**src/rtl/stpseq_pkg.sv**
```systemverilog
package stpseq_pkg;

    typedef enum logic [1:0] {
        SEQ_REST = 2'd0,
        SEQ_A    = 2'd1,
        SEQ_B    = 2'd2,
        SEQ_C    = 2'd3
    } seq_t;

    localparam int NUM_PHASES = 4;
    localparam int NUM_STAGES = 3;

    typedef struct packed {
        logic busy;
        logic outward;
        seq_t seq;
    } seq_state_t;

    function automatic seq_t seq_next(input seq_t s);
        case (s)
            SEQ_A:   return SEQ_B;
            SEQ_B:   return SEQ_C;
            default: return SEQ_REST;
        endcase
    endfunction

    function automatic logic [NUM_PHASES-1:0] phase_map(input seq_t s, input logic outward);
        case (s)
            SEQ_A:   return outward ? 4'b0100 : 4'b0001;
            SEQ_B:   return 4'b0010;
            SEQ_C:   return outward ? 4'b0001 : 4'b0100;
            default: return 4'b1000;
        endcase
    endfunction

endpackage

```
**src/rtl/stp_trigger.sv**
```systemverilog
module stp_trigger (
    input  logic clk,
    input  logic rst,
    input  logic step_pulse,
    input  logic drv_sel,
    input  logic wr_gate,
    input  logic busy,
    output logic accept
);
    logic step_q;
    logic trail;

    always_ff @(posedge clk) begin
        if (rst) step_q <= 1'b0;
        else     step_q <= step_pulse;
    end

    assign trail  = step_q & ~step_pulse;
    assign accept = trail & drv_sel & ~wr_gate & ~busy;

    // acceptance only follows a high-then-low pulse with select and no write
    assert_accept_qual_R2: assert property (@(posedge clk) disable iff (rst)
        accept |-> ($past(step_pulse) && !step_pulse && drv_sel && !wr_gate));

endmodule

```
**src/rtl/stp_sequencer.sv**
```systemverilog
module stp_sequencer
    import stpseq_pkg::*;
#(
    parameter int STAGE_CYC = 16
) (
    input  logic       clk,
    input  logic       rst,
    input  logic       accept,
    input  logic       step_dir,
    output seq_state_t state
);
    localparam int CW       = (STAGE_CYC > 1) ? $clog2(STAGE_CYC) : 1;
    localparam int BUSY_CYC = NUM_STAGES * STAGE_CYC;

    logic [CW-1:0] osc_cnt;
    logic          osc_tick;

    // gated oscillator: runs only while busy
    assign osc_tick = state.busy && (osc_cnt == CW'(STAGE_CYC - 1));

    always_ff @(posedge clk) begin
        if (rst) begin
            osc_cnt <= '0;
            state   <= '{busy: 1'b0, outward: 1'b0, seq: SEQ_REST};
        end else if (accept) begin
            osc_cnt <= '0;
            state   <= '{busy: 1'b1, outward: step_dir, seq: SEQ_A};
        end else if (state.busy) begin
            if (osc_tick) begin
                osc_cnt    <= '0;
                state.seq  <= seq_next(state.seq);
                state.busy <= (state.seq != SEQ_C);
            end else begin
                osc_cnt <= osc_cnt + 1'b1;
            end
        end else begin
            osc_cnt <= '0;
        end
    end

    // checker counter for the busy window length
    int busy_len;
    always_ff @(posedge clk) begin
        if (rst)             busy_len <= 0;
        else if (state.busy) busy_len <= busy_len + 1;
        else                 busy_len <= 0;
    end

    initial begin
        assert_stage_len_R3: assert (STAGE_CYC >= 2);
    end

    // busy window lasts exactly three stages
    assert_busy_len_R3: assert property (@(posedge clk) disable iff (rst)
        $fell(state.busy) |-> (busy_len == BUSY_CYC));
    // no step is taken while a walk is running
    assert_no_accept_busy_R6: assert property (@(posedge clk) disable iff (rst)
        accept |-> !state.busy);
    // direction is held for the whole walk
    assert_dir_stable_R5: assert property (@(posedge clk) disable iff (rst)
        ($past(state.busy) && state.busy && !$past(accept)) |-> $stable(state.outward));
    // rest state and busy agree
    assert_rest_idle_R3: assert property (@(posedge clk) disable iff (rst)
        (state.seq == SEQ_REST) |-> !state.busy);

endmodule

```
**src/rtl/stp_hold.sv**
```systemverilog
module stp_hold #(
    parameter int HOLD_CYC = 80
) (
    input  logic clk,
    input  logic rst,
    input  logic accept,
    input  logic busy,
    output logic hold_full,
    output logic hold_low
);
    localparam int HW = $clog2(HOLD_CYC + 1);

    logic [HW-1:0] idle_cnt;
    logic          expired;

    always_ff @(posedge clk) begin
        if (rst || accept)       idle_cnt <= '0;
        else if (!expired)       idle_cnt <= idle_cnt + 1'b1;
    end

    assign expired   = (idle_cnt == HW'(HOLD_CYC));
    assign hold_low  = expired;
    assign hold_full = ~busy & ~expired;

    // full hold is off while stepping
    assert_full_off_busy_R7: assert property (@(posedge clk) disable iff (rst)
        busy |-> !hold_full);
    // an accepted step leaves reduced hold
    assert_accept_clears_low_R9: assert property (@(posedge clk) disable iff (rst)
        accept |=> !hold_low);
    // both hold drives never on together
    assert_hold_excl_R8: assert property (@(posedge clk) disable iff (rst)
        !(hold_full && hold_low));
    // reduced hold never starts during a walk
    assert_low_idle_R8: assert property (@(posedge clk) disable iff (rst)
        hold_low |-> !busy);

endmodule

```
**src/rtl/stepper_phase_seq.sv**
```systemverilog
module stepper_phase_seq
    import stpseq_pkg::*;
#(
    parameter int STAGE_CYC = 16,
    parameter int HOLD_CYC  = 80
) (
    input  logic       clk,
    input  logic       rst,
    input  logic       step_pulse,
    input  logic       step_dir,
    input  logic       drv_sel,
    input  logic       wr_gate,
    output logic [3:0] phase_en,
    output logic       hold_full,
    output logic       hold_low,
    output logic       step_busy
);
    seq_state_t st;
    logic       accept;
    logic [NUM_PHASES-1:0] pmap;

    stp_trigger u_trig (
        .clk        (clk),
        .rst        (rst),
        .step_pulse (step_pulse),
        .drv_sel    (drv_sel),
        .wr_gate    (wr_gate),
        .busy       (st.busy),
        .accept     (accept)
    );

    stp_sequencer #(.STAGE_CYC(STAGE_CYC)) u_seq (
        .clk      (clk),
        .rst      (rst),
        .accept   (accept),
        .step_dir (step_dir),
        .state    (st)
    );

    stp_hold #(.HOLD_CYC(HOLD_CYC)) u_hold (
        .clk       (clk),
        .rst       (rst),
        .accept    (accept),
        .busy      (st.busy),
        .hold_full (hold_full),
        .hold_low  (hold_low)
    );

    assign pmap = phase_map(st.seq, st.outward);

    for (genvar i = 0; i < NUM_PHASES; i++) begin : g_phase
        assign phase_en[i] = pmap[i];
    end

    assign step_busy = st.busy;

    initial begin
        assert_hold_window_R8: assert (HOLD_CYC > NUM_STAGES * STAGE_CYC);
    end

    // exactly one winding energized
    assert_one_phase_R10: assert property (@(posedge clk) disable iff (rst)
        $countones(phase_en) == 1);
    // idle means phase 4
    assert_rest_phase4_R1: assert property (@(posedge clk) disable iff (rst)
        !step_busy |-> (phase_en == 4'b1000));
    // the first stage of a walk leaves phase 4
    assert_first_stage_R4: assert property (@(posedge clk) disable iff (rst)
        $rose(step_busy) |-> !phase_en[3]);

endmodule

```
**config.mk**
```make
export PLATFORM = sky130hd
export DESIGN_NAME = stepper_phase_seq
export DESIGN_NICKNAME = d
export VERILOG_FILES = /design/src/rtl/stpseq_pkg.sv /design/src/rtl/stp_trigger.sv /design/src/rtl/stp_sequencer.sv /design/src/rtl/stp_hold.sv /design/src/rtl/stepper_phase_seq.sv
export SDC_FILE = /design/constraint.sdc
export NUM_CORES = 1
export LEC_CHECK = 0
export BUFFER_PORTS_ARGS = -buffer_cell sky130_fd_sc_hd__buf_4
export CELL_PAD_IN_SITES_DETAIL_PLACEMENT = 1
export CELL_PAD_IN_SITES_GLOBAL_PLACEMENT = 2
export CORE_MARGIN = 10
export CORE_UTILIZATION = 34
export DETAILED_ROUTE_END_ITERATION = 8
export HOLD_SLACK_MARGIN = 0.05
export PLACE_DENSITY_LB_ADDON = 0.1
export SYNTH_ARGS = -nofsm -noshare
export SYNTH_HDL_FRONTEND = slang
export SYNTH_SLANG_ARGS = --single-unit
```
**constraint.sdc**
```tcl
create_clock -name clk -period 3.2 [get_ports clk]
set_input_delay 0.16 -clock clk [delete_from_list [all_inputs] [get_ports clk]]
set_output_delay 0.16 -clock clk [all_outputs]
set_load 0.01 [all_outputs]
```
Word level (Yosys, flattened, before mapping)
Index checks and enable logic that the tools add are counted.
- equal/unequal tests: 6
- $add $sub $neg: 2
- bitwise logic cells: 9
- reductions and logical operators: 8
- multiplexer cells: 10
- operator list (kind ; number):
    case mux 4 bit (3 select lines) ; 1
    adder 7 x 1 -> 7 bit, second input constant ; 1
    == test 7 bit, second input constant ; 1
    2-to-1 mux 1 bit ; 6
    2-to-1 mux 3 bit ; 2
    bitwise AND 1 bit ; 5
    adder 4 x 1 -> 4 bit, second input constant ; 1
    == test 2 bit, second input constant ; 2
    == test 4 bit, second input constant ; 1
    NOT 1 bit ; 4
    case mux 2 bit (2 select lines) ; 1
    AND reduction 2 bit ; 2
    nonzero test 2 bit ; 2
    OR reduction 4 bit ; 1
    == test 2 x 1 -> 1 bit, second input constant ; 1
    inequality test 2 bit, second input constant ; 1
    OR reduction 2 bit ; 1
    logical AND 1 bit ; 1
    logical OR 1 bit ; 1
- logic and storage cells: 42
- register bits: 16
- input port bits: 6

Longest topological paths before layout
Gate-level depths: netlist (run 1).
- depth in word-level cells: 7
- mapped depth: 5

Hierarchy
From an unflattened synthesis (run 1), not the netlist that was laid out.
- cells, all modules: 81
- area, all modules: 757.0 µm²
- by module, submodules not included (module ; seq. area each (µm²) ; instances ; cells an instance ; area each (µm²)):
    stp_hold ; 140.1 ; 1 ; 39 ; 351.6
    stp_sequencer ; 160.2 ; 1 ; 33 ; 334.1
    stp_trigger ; 20.0 ; 1 ; 4 ; 40.0
    stepper_phase_seq ; 0.0 ; 1 ; 5 ; 31.3

Least setup slack after synthesis (run 1)
Ideal clock, no wire load.
- path type: register to output
- start point: reg u_hold.idle_cnt[2]
- end point: out hold_full
- path slack: 1.744 ns
- data arrival time: 1.296 ns
- stages on the path, launching flop included: 4
- path through: dfxtp_1 -> or4b_1 -> nor2_1 -> nor2_1
- cells in the longest elaborated chain, start to end: 3
- RTL lines (item ; line ; text):
    start: declaration ; stp_hold.sv:13 ; logic [HW-1:0] idle_cnt;
    start signal: assignment ; stp_hold.sv:18 ; else if (!expired) idle_cnt <= idle_cnt + 1'b1;
    == test 7 bit ; stp_hold.sv:21 ; assign expired = (idle_cnt == HW'(HOLD_CYC));
    net hold_low ; stepper_phase_seq.sv:15 ; output logic hold_low,
    NOT 1 bit ; stp_hold.sv:23 ; assign hold_full = ~busy & ~expired;
    bitwise AND 1 bit ; stp_hold.sv:23 ;
    end: declaration ; stepper_phase_seq.sv:14 ; output logic hold_full,
The timed path passes the listed nets, and every way through them passes these cells.

Worst setup path after layout (run 1)
- start point: reg u_hold.idle_cnt[2]
- end point: out hold_full
- cells in the longest elaborated chain, start to end: 3
- RTL lines (item ; line):
    == test 7 bit ; stp_hold.sv:21
    NOT 1 bit ; stp_hold.sv:23
    bitwise AND 1 bit ; stp_hold.sv:23
No other way between the ends.

==> results of run 1 <==
## registers in the layout, indices dropped and copies added (netlist names)
name and flops:
u_trig.step_q 1, u_seq.osc_cnt 4, u_hold.idle_cnt 7, u_seq.state 4
## metal layers
| layer | vias up | part of all wire | track usage |
|---|---|---|---|
| met3 | 2 | 0.048 | 0.0264 |
| met2 | 7 | 0.43 | 0.115 |
| met4 | 0 | 0.0057 | 0.0308 |
| met1 | 300 | 0.51 | 0.106 |
| li1 | 333 | - | - |
| met5 | - | 0 | 0 |
## final cells by class
class	count	area [um^2]
multi-input combinational	62	418
inverter	9	33.8
tap	28	35.0
timing repair buffer	13	100
clock buffer	4	36.3
fill	267	1250
sequential	16	320
## worst max-delay path by stage
stage | to | slack [ns] | cells after the start
detailed placement | hold_full | 1.64 | 4
CTS | hold_full | 1.30 | 4
global placement | u_hold.idle_cnt[2] | 1.69 | 3
finish | hold_full | 1.32 | 4
global route | hold_full | 1.21 | 4
floorplan | hold_full | 1.74 | 3
## synth_stat cells, drive strengths merged
library cell	count	share of area
and2	1	0.0081
nor3	4	0.026
nand3	6	0.039
xnor2	2	0.023
inv	9	0.044
nand2	3	0.015
nor4b	1	0.011
o21ai	6	0.044
a21oi	6	0.039
mux2i	4	0.052
or2	1	0.0081
a211oi	1	0.0097
nor2	10	0.049
dfxtp	16	0.41
xor2	3	0.034
or4b	2	0.031
nor2b	1	0.0081
or3	3	0.024
nand4	1	0.0081
ha	7	0.11
## critical path, stage by stage (launching register included)
cell	delay, ns
dfxtp_1	0.36
or4b_1	0.56
nor2_1	0.30
nor2_1	0.07
buf_4	0.15
## power groups by stage
stage | sequential, mW | clock [mW] | combinational (mW)
final | 0.209 | 0.133 | 0.0268
after global routing | 0.211 | 0.150 | 0.0301
after CTS | 0.210 | 0.142 | 0.0271
after detailed placement | 0.214 | 0 | 0.0257
after global placement | 0.214 | 0 | 0.0255
after floorplan | 0.213 | 0 | 0.0149
## cell usage in the layout (no fill, tap or decap)
cell type,Yosys,routed
o21ai_2,1,1
dlygate4sd3_1,0,1
clkbuf_4,0,3
o21ai_0,5,5
dfxtp_1,16,16
or4b_4,1,1
or4b_1,1,1
a211oi_1,1,1
ha_1,7,7
nand2_1,3,3
nor2b_1,1,1
nor2_1,10,10
buf_4,0,12
clkbuf_8,0,1
mux2i_1,4,4
or3_1,3,3
a21oi_1,6,6
and2_1,1,1
xor2_1,3,3
nand3_1,6,6
nor4b_1,1,1
nand4_1,1,1
nor3_1,4,4
or2_2,1,1
inv_1,9,9
xnor2_1,2,2
## per-stage QoR
step                      hold WS [ns]  std cells  setup WS (ns)
after floorplan                  0.229         87           1.74
final                            0.110        132           1.32
after global routing            0.0964        132           1.21
after detailed placement         0.364        127           1.64
after global placement           0.363        127           1.69
after CTS                       0.0886        132           1.30
## logic make-up after synthesis
| kind of cell | Yosys count |
|---|---|
| and+or+nand+nor | 33 |
| DFF | 16 |
| AOI/OAI and AO/OA | 13 |
| buffers and inverters | 9 |
| adders and majority gates | 7 |
| xor gates and xnor gates | 5 |
| muxes | 4 |
==> metrics.yaml, run 1 <==
relSlewSlack: 0.683
track_usage: 0.0796
finalNetCount: 118
grt_overflow: 0
cp_max_fo: 5
post_synth.cell_area_avg_um2: 8.87
antenna_found_initial: 0
switching_share: 0.223
num_rows: 17
synth_nets: 100
drive_above_1_share: 0.183
route.detailed.drc: 0
synth_xor_area_frac: 0.0567
cts-root-buf: "clkbuf_4"
synth_area_um2: 772
rsz0062_at_grt: "false"
place_congestion: 0.749
hold_viol: 0
setup_viol: 0
yosysWarnings: 0
ys_seq_area_frac: 0.415
worstSetupPathType: "flop to output port"
fmax_mhz: 531
dpl.hpwl_um: 1380
first_iter_violations: 12
grt_pass1_vias: 625
io_pins: 13
cts_hold_buf: 1
power_uw: 369
synth_mux_area_frac: 0.0519
grt_max_degree: 10
fin_crit_sh: 0.588
synth-adder-area-share: 0.113
wl_per_cell_um: 13.3
critPathRequiredTime_ns: 3.04
ff2ff_path_depth: 3
drv_cap: 0
hp-class: "input port to flop"
insertion_delay_ns: 0.28
clkPwrFrac: 0.360
wl_um: 1750
worstHoldStart: "step_pulse"
p_int_uw: 287
cellPowerDensity_nw_per_um2: 391
reg2reg_slack_ns: 1.67
die_h_um: 67.7
startpoint_type: "flop"
min_period_ns: 1.88
reg2reg_to: "u_hold.idle_cnt[0]"
die_area_um2: 4580
synth_simple_gate_area_share: 0.227
synth_compound_area_frac: 0.0924
cts_setup_buffers: 0
grt_first_pass_wirelength_um: 2840
combPwrFrac: 0.073
ir_drop_mv: 0.172
drv_slew: 0
htreeDepth: 1
critPathArrivalTime_ns: 1.72
vias: 642
ant_nets: 0
status: "finished, final reports clean"
cts_sinks: 16
finClkSkew_ns: 0.00277
port_buffers: 12
setup_tns_ns: 0
synth_cells: 87
synth_top_family_by_area: "simple AND/OR/NAND/NOR gates"
seqPwrFrac: 0.568
drt_pass1_iterations: 2
via_per_inst: 4.86
fin_util: 0.431
crit_start: "u_hold.idle_cnt[2]"
fin_area_um2: 943
core_um2: 2190
cts_buffers: 3
worstHoldPathCells: 2
p_leak_nw: 0.372
dpl_cell_area_um2: 897
ys_types: 22
yosys_register_bits: 16
p_switching_uw: 82.3
start_util: 0.352
cts_tree: "built"
r2r_start: "u_seq.state[3]"
worstMarginPinSlew_ns: 0.469
clockBufferDepth: 2
syn_to_final_growth_pct: 22.2
diodes: 0
path_clk_slew_ns: 0.09
min_to: "u_trig.step_q"
worst_setup_path_end_kind: "output port"
cts_resized: 0
die_w_um: 67.7
No activity file was read; power rests on OpenSTA's default activity.
==> run 2, diff against run 1 <==
Settings changed: ABC_AREA set to 1, CORE_UTILIZATION 34 to 27.
Clock period 3.2 ns to 1.55 ns, I/O delays scaled along.
==> run 2 against run 1 <==
Compared with the run above:
- flip-flop and latch count did not move
- combinational power grew to 2.8 times the previous value
- final area up 16%
- critical path type unchanged
- critical endpoint is now phase_en[0]
- largest power group unchanged
==> metrics.yaml, run 2 <==
critPathRequiredTime_ns: 1.47  # -1.57 ns
layout_setup_ws_ns: 0.0973  # -1.22 ns
fmax_mhz: 688
num_rows: 20  # +3
die_area_um2: 5770  # +26%
crit_slowest_cell: "dfxtp_2"
reg2reg_to: "u_seq.state[0]"
relSlewSlack: 0.769  # +0.0866
grt_pass1_vias: 796  # +27%
reg_top3: "u_hold.idle_cnt (7), u_seq.osc_cnt (4), u_seq.state (4)"
drv_cap: 0  # unchanged
htreeDepth: 1  # unchanged
place_congestion: 0.686  # -8.5%
worst_hold_slack_ns: 0.0816  # -0.0286 ns
multiInputGateArea_um2: 454  # +8.7%
synth_top_area_share: 0.379  # -0.0362
ff2ff_path_depth: 6  # +3
largest_reg_flops: 7  # unchanged
grt_max_degree: 10  # unchanged
ys_seq_area_frac: 0.379  # -0.0362
min_to: "u_seq.state[2]"
use_met1: 0.0842  # -0.0215
async_reset_ff_frac: 0  # unchanged
wl_um: 2100  # +20%
synth_top_area_cell: "dfxtp_1"
grt.met2_usage: 0.122  # +0.00743
p_int_uw: 602  # +110%
ys_types: 16  # -27%
ir_drop_mv: 0.429  # +150%
switching_share: 0.237  # +0.0136
worstMarginPinSlew_ns: 0.345  # -0.125 ns
combPwrFrac: 0.096  # +0.023
cts_sinks: 16  # unchanged
p_leak_nw: 0.460  # +24%
track_usage: 0.0740  # -0.00553
status: "finished, final reports clean"
synth_flop_cell: "dfxtp_1"
hp-class: "input port to flop"
post_synth.cell_area_avg_um2: 7.35  # -17%
route.detailed.drc: 0  # unchanged
finalNetCount: 150  # +27%
hold_viol: 0  # unchanged
critPathMaxStageDelay_ns: 0.37  # -0.19 ns
n_fill_cell: 394  # +48%
insertion_delay_ns: 0.29  # about the same
first_iter_violations: 29  # +17
cp_cell_sequence: "inv_1 > ha_1 > a211oi_1 > buf_4"
use_met3: 0.0307  # +0.00421
largest-register: "u_hold.idle_cnt"
r2r_start: "u_seq.osc_cnt[0]"
top_usage_layer: "met2"
worstHoldPathCells: 5  # +3
mostFrequentLayoutCells: "inv_1, nor2_1, nand2_1"
worstHoldStart: "step_dir"
finClkSkew_ns: 0.00313  # +0.000360 ns
die_w_um: 76.0  # +12%
start_util: 0.279  # -0.0730
grt_first_pass_wirelength_um: 3600  # +27%
synth_area_um2: 846  # +9.6%
cts_tree: "built"
cts_buffers: 3  # unchanged
die_h_um: 76.0  # +12%
synthTopCellsByArea: "dfxtp_1, ha_1, inv_1"
ant_nets: 0  # unchanged
cts-root-buf: "clkbuf_4"
seqPwrFrac: 0.546  # -0.022
wl_per_cell_um: 11.7  # -12%
cellPowerDensity_nw_per_um2: 722  # +85%
drt_pass1_iterations: 2  # unchanged
via_per_inst: 4.14  # -15%
io_pins: 13  # unchanged
critical-path-top-delay-family: "flip-flops"
grt_overflow: 0  # unchanged
p_switching_uw: 187  # +130%
reg2reg_slack_ns: 0.38  # -1.29 ns
startpoint_type: "flop"
vias: 746  # +16%
port_buffers: 12  # unchanged
final-seq-area_um2: 328  # +2.3%
worstSetupPathType: "flop to output port"
yosysWarnings: 0  # unchanged
yosysMostFrequentCell: "inv_1"
clkPwrFrac: 0.358  # -0.002
dpl.hpwl_um: 1610  # +17%
antenna_found_initial: 0  # unchanged
synth_commonest_cells: "inv_1, nor2_1, nand2_1, dfxtp_1"
path_buf_inv: 2  # +1
critPathArrivalTime_ns: 1.38  # -0.34 ns
syn_to_final_growth_pct: 29.1
clockBufferDepth: 2  # unchanged
cp_max_fo: 4  # -1
setup_viol: 0  # unchanged
drive_above_1_share: 0.265  # +0.0820
dpl_worst_slack_ns: 0.326  # -1.31 ns
path_clk_slew_ns: 0.10  # about the same
fin_crit_sh: 0.937
min_period_ns: 1.45
drv_slew: 0  # unchanged
core_um2: 3030  # +38%
worst_setup_path_end_kind: "output port"
synth-edff-count: 0  # unchanged
synth_cells: 115  # +32%
yosys_register_bits: 16  # unchanged
diodes: 0  # unchanged
synth_nets: 128  # +28%
run 2: cell types whose count changed after synthesis, sizes merged, moves of 4 or more:
cell	previous run	this run
inv	9	23
nor2	10	22
o21ai	6	2
nand2	3	21
mux2i	4	0
nor3	4	0
run 2: logic make-up (layout without fill, tap and decap cells):
| kind of cell | after synthesis | count (layout) | share of synthesized area |
|---|---|---|---|
| AO/OA/AOI/OAI | 11 | 11 | 0.0710 |
| buffers and inverters | 23 | 44 | 0.102 |
| XOR/XNOR | 3 | 3 | 0.0311 |
| flip-flops | 16 | 16 | 0.379 |
| AND/OR/NAND/NOR | 55 | 55 | 0.314 |
| adder cells (fa/ha/maj) | 7 | 7 | 0.104 |
run 2: through the flow:
stage                     power, mW  cells  utilization  TNS [ns]  cell area, um^2
final                         0.789    180        0.361         0             1090
after global routing          0.846    180        0.361   -0.0502             1090
after CTS                     0.796    177        0.346         0             1050
after detailed placement      0.502    171        0.327         0              991
after global placement        0.499    171        0.327         0              991
after floorplan               0.475    115            -         0              846
run 2: layout make-up:
type,instances,share of cell area
flip-flops and latches,16,0.300
well taps,44,0.0504
clock buffers,4,0.0332
inverters,23,0.0790
repair buffers,17,0.121
multi-input cells,76,0.416
run 2: what timing repair did:
| item | CTS | global route |
|---|---|---|
| buffers inserted | 0 | 3 |
| cloned | 0 | 0 |
| hold buffers | 2 | 0 |
| hold endpoints to repair | 2 | 0 |
| setup endpoints to repair | 1 | 4 |
| pin swaps | 0 | 0 |
| resized for setup | 1 | 10 |
run 2: tightest hold or removal path: cells and delay by family:
family	cells	cell delay [ns]
buffers and inverters	2	0.11
and+or+nand+nor	3	0.16
run 2: metal layers:
metal	wire [um]	vias up	part of all wire
met5	0	-	0
met3	88	2	0.042
met1	972	339	0.46
li1	-	396	-
met4	11	0	0.0052
met2	1030	9	0.49
run 2: how the worst max path moves through the flow:
stage | from | to | slack, ns | cells past startpoint
after global routing | u_hold.idle_cnt[3] | hold_full | -0.05 | 5
final | u_seq.state[0] | phase_en[0] | 0.1 | 4
after detailed placement | u_hold.idle_cnt[0] | hold_full | 0.33 | 8
after floorplan | u_hold.idle_cnt[0] | hold_full | 0.44 | 7
after global placement | u_hold.idle_cnt[0] | hold_full | 0.41 | 8
after CTS | u_hold.idle_cnt[1] | hold_full | 0.01 | 8
run 2: power groups by stage:
stage               sequential [mW]  clock, mW  combinational [mW]
finish                        0.431      0.283              0.0755
global route                  0.433      0.324              0.0893
CTS                           0.432      0.299              0.0647
detailed placement            0.441          0              0.0603
global placement              0.441          0              0.0584
floorplan                     0.438          0              0.0362
